**config.mk**
```make
export PLATFORM = sky130hd
export DESIGN_NAME = pwr_seq_supervisor
export DESIGN_NICKNAME = d
export VERILOG_FILES = /design/src/rtl/pwr_seq_supervisor.sv
export SDC_FILE = /design/constraint.sdc
export NUM_CORES = 1
export LEC_CHECK = 0
export ABC_AREA = 1
export BUFFER_PORTS_ARGS = -buffer_cell sky130_fd_sc_hd__buf_2
export CORE_MARGIN = 5
export CORE_UTILIZATION = 59
export CTS_CLUSTER_DIAMETER = 100
export DETAILED_ROUTE_END_ITERATION = 10
export PLACE_DENSITY_LB_ADDON = 0.3
export SKIP_CTS_REPAIR_TIMING = 1
export SLEW_MARGIN = 20
export SYNTH_ARGS = -nofsm -noshare
export SYNTH_HDL_FRONTEND = slang
export SYNTH_SLANG_ARGS = --single-unit
```
**constraint.sdc**
```tcl
create_clock -name clk -period 2.2 [get_ports clk]
set_input_delay 0.33 -clock clk [delete_from_list [all_inputs] [get_ports clk]]
set_output_delay 0.33 -clock clk [all_outputs]
set_load 0.005 [all_outputs]
```
**src/rtl/pwr_seq_supervisor.sv**
```systemverilog
module pwr_seq_supervisor #(
  parameter int DLY_TICKS = 4,
  parameter int OVL_TICKS = 95
) (
  input  logic clk,
  input  logic rst_n,
  input  logic tick_1ms,
  input  logic line_ok_i,
  input  logic pfc_fb_ok_i,
  input  logic pfc_ov_i,
  input  logic pfc_uv_i,
  input  logic pfc_ov2_i,
  input  logic vdd_ov_i,
  input  logic fset_bad_i,
  input  logic pwm_ovl_i,
  output logic pfc_en_o,
  output logic pwm_en_o,
  output logic ss_dis_o
);
  localparam int DW = $clog2(DLY_TICKS + 1);
  localparam int OW = $clog2(OVL_TICKS + 1);
  localparam logic [DW-1:0] DLY_LAST = DW'(DLY_TICKS - 1);
  localparam logic [OW-1:0] OVL_LAST = OW'(OVL_TICKS);

  logic [7:0] raw, meta, sync;
  logic [DW-1:0] dly_cnt;
  logic [OW-1:0] ovl_cnt;
  logic armed, ovl_lat, pfc_q, pwm_q, ss_q;

  assign raw = {pwm_ovl_i, fset_bad_i, vdd_ov_i, pfc_ov2_i,
                pfc_uv_i, pfc_ov_i, pfc_fb_ok_i, line_ok_i};

  wire s_line    = sync[0];
  wire s_fb_ok   = sync[1];
  wire pfc_fault = |sync[4:2];
  wire all_fault = |sync[6:5];
  wire s_ovl     = sync[7];

  wire count_dly = s_line & ~all_fault & pfc_q & s_fb_ok & ~armed;
  wire arm_hit   = count_dly & tick_1ms & (dly_cnt == DLY_LAST);
  wire ovl_run   = s_ovl & pwm_q;
  wire ovl_trip  = ovl_run & tick_1ms & (ovl_cnt == OVL_LAST);

  wire pfc_next = s_line & ~all_fault & ~pfc_fault;
  wire pwm_next = armed & s_line & ~all_fault & ~ovl_lat & ~ovl_trip;
  wire ss_next  = ~pwm_next | pfc_fault | all_fault;

  always_ff @(posedge clk or negedge rst_n) begin
    if (!rst_n) begin
      meta    <= '0;
      sync    <= '0;
      dly_cnt <= '0;
      ovl_cnt <= '0;
      armed   <= 1'b0;
      ovl_lat <= 1'b0;
      pfc_q   <= 1'b0;
      pwm_q   <= 1'b0;
      ss_q    <= 1'b1;
    end else begin
      meta <= raw;
      sync <= meta;

      if (!count_dly)    dly_cnt <= '0;
      else if (tick_1ms) dly_cnt <= dly_cnt + 1'b1;

      if (!s_line || all_fault) armed <= 1'b0;
      else if (arm_hit)         armed <= 1'b1;

      if (!ovl_run)      ovl_cnt <= '0;
      else if (tick_1ms) ovl_cnt <= ovl_cnt + 1'b1;

      if (!s_line)       ovl_lat <= 1'b0;
      else if (ovl_trip) ovl_lat <= 1'b1;

      pfc_q <= pfc_next;
      pwm_q <= pwm_next;
      ss_q  <= ss_next;
    end
  end

  assign pfc_en_o = pfc_q;
  assign pwm_en_o = pwm_q;
  assign ss_dis_o = ss_q;
endmodule


```
==> out/qor.yml <==
logic_synthesis:
  ys_seq_area_frac: 0.668
  yosysWarnings: 0
  synth_cell_types: 19
  synth-seq-cells: 31
  syn-instance-count: 107
  syn_nets: 121
  avgSynthCellArea_um2: 10.9
  syn_area_mm2: 0.00116
clock_network:
  tritoncts: "built"
  cts_sinks: 31
  clk_pin_slew_worst_paths_ns: 0.10
  cts_root_buf: "clkbuf_4"
  clk_latency_ns: 0.33
  h-tree-depth: 2
  numCtsBuffers: 5
  cts.path.max_buffers: 2
worst_setup_path:
  end_kind: "primary output"
  path_depth: 1
  r2r_setup_slack_ns: 1.05
  cp-start-kind: "flip-flop"
  critical-path-max-stage-delay_ns: 0.52
  cp_max_fo: 1
  cp.required_ns: 1.87
  r2r_start: "dly_cnt[0]$_DFFE_PN0P_"
  crit_slowest_cell: "dfstp_2"
  path_buf_inv: 1
  cp_cell_sequence: "buf_2"
  crit_family: "flip-flops"
  critical_path_class: "reg2out"
  critical_path.endpoint: "ss_dis_o"
  startpoint: "ss_dis_o$_DFF_PN1_"
  arrival_ns: 0.95
  rr_endpoint: "dly_cnt[2]$_DFFE_PN0P_"
  reg2reg_depth: 5
timing:
  fin_setup_tns_ns: 0
  hold_viol_final: 0
  whs_ns: 0.00213
  period_minus_slack_ns: 1.28
  clock_skew_ns: 0.0130
  period_share: 0.583
  timing.fmax_mhz: 780
  slew_violations: 0
  tightest_slew_ns: 0.634
  rsz0062_at_grt: "false"
  slew_headroom: 0.577
  setup_viol: 0
final_layout:
  antenna_cells: 0
  layout_commonest_cell: "dfrtp_1"
  layout_common_cells: "dfrtp_1, nand3_1, nand2_1, buf_2, inv_1"
  drive_gt1_frac: 0.236
  nNetsFinal: 140
  stdcell_count: 154
  syn2layout_area_growth_pct: 12.5
global_route:
  grt.total_usage: 0.170
  grt_pass1_vias: 805
  grt_pass1_wl_mm: 3.36
  grt_max_degree: 32
  antenna_found_initial: 0
  grt.overflow.total: 0
placed_design:
  routabilityCongestion: 0.770
  port_buffers: 13
  place_hpwl_mm: 1.38
  placed_cells: 146
floorplan:
  floorplan.initialDensity: 0.605
  die_w_um: 54.4
  die_h_um: 54.4
  dieArea_mm2: 0.00296
  num_rows: 16
  core_mm2: 0.00192
  io_pins: 14
power:
  p_per_area_mw_per_mm2: 706
  vdd_drop_max_mv: 0.602
  power_leakage_nw: 0.619
routing:
  vias: 784
  viasPerCell: 5.09
  firstDrtPassIters: 4
  drtIter0Drc: 12
  final_antenna_net_count: 0
  wirelength_mm: 1.84
  drc: 0
  wire_per_inst_um: 11.9
worst_hold_path:
  min_path_type: "in2async"
status:
  status: "finished clean"
run:
  max_cap_violations: 0
how the worst min path moves through the flow:
stage,from,endpoint,slack [ns]
after global placement,meta[1]$_DFF_PN0_,sync[1]$_DFF_PN0_,0.33
after detailed placement,meta[6]$_DFF_PN0_,sync[6]$_DFF_PN0_,0.34
after CTS,rst_n,meta[5]$_DFF_PN0_,0.03
final,rst_n,meta[5]$_DFF_PN0_,0.002
after floorplan,rst_n,armed$_DFFE_PN0P_,0.03
after global routing,rst_n,meta[0]$_DFF_PN0_,0.05
sequential cells by signal, summed over array words and instances (netlist names):
name / count
ss_dis_o: 1
meta: 8
pfc_en_o: 1
armed: 1
ovl_lat: 1
sync: 8
ovl_cnt: 7
pwm_en_o: 1
dly_cnt: 3
kinds of logic after synthesis:
| kind of cell | after synthesis | share of synthesized area |
|---|---|---|
| adder cells (fa/ha/maj) | 3 | 0.0323 |
| AO/OA/AOI/OAI | 9 | 0.0419 |
| AND/OR/NAND/NOR | 50 | 0.210 |
| buffers and inverters | 14 | 0.0484 |
| flip-flops | 31 | 0.668 |
where the power goes:
group | switching [mW] | leakage (nW) | internal, mW | total (mW)
logic | 0.0189 | 0.198 | 0.00777 | 0.0267
registers | 0.00603 | 0.393 | 0.584 | 0.590
clock network | 0.184 | 0.0282 | 0.123 | 0.307
final cells by class:
type / instances / area (um2)
clock buffers: 6 / 41.3
clock inverters: 2 / 12.5
fillers: 173 / 613
inverters: 13 / 48.8
multi-input cells: 62 / 330
flip-flops and latches: 31 / 777
well taps: 27 / 33.8
repair buffers: 13 / 65.1
layer usage:
metal,track usage,wire length [um],vias to the layer above
met5,0,0,-
met4,0.0954,50,0
met3,0.0763,125,8
met2,0.275,910,19
met1,0.184,753,373
li1,-,-,384
cells in the mapped netlist (all sizes together):
cell type	instances	area [um2]
a21oi	6	33.8
nor2	14	72.6
nand3	18	95.1
nor4	1	6.26
inv	13	48.8
buf	1	7.51
nor3	1	5.00
nand2	16	65.1
dfrtp	30	751
dfstp	1	26.3
o21ai	3	15.0
ha	3	37.5
per-stage QoR:
step	power, mW	area [um2]	setup WS [ns]	utilization
after floorplan	0.608	1160	1.12	-
after global placement	0.628	1250	1.09	0.653
after detailed placement	0.630	1250	1.06	0.653
after CTS	0.935	1310	0.905	0.681
after global routing	0.974	1310	0.870	0.681
final	0.925	1310	0.918	0.681
(Power assumes the default switching activity.)
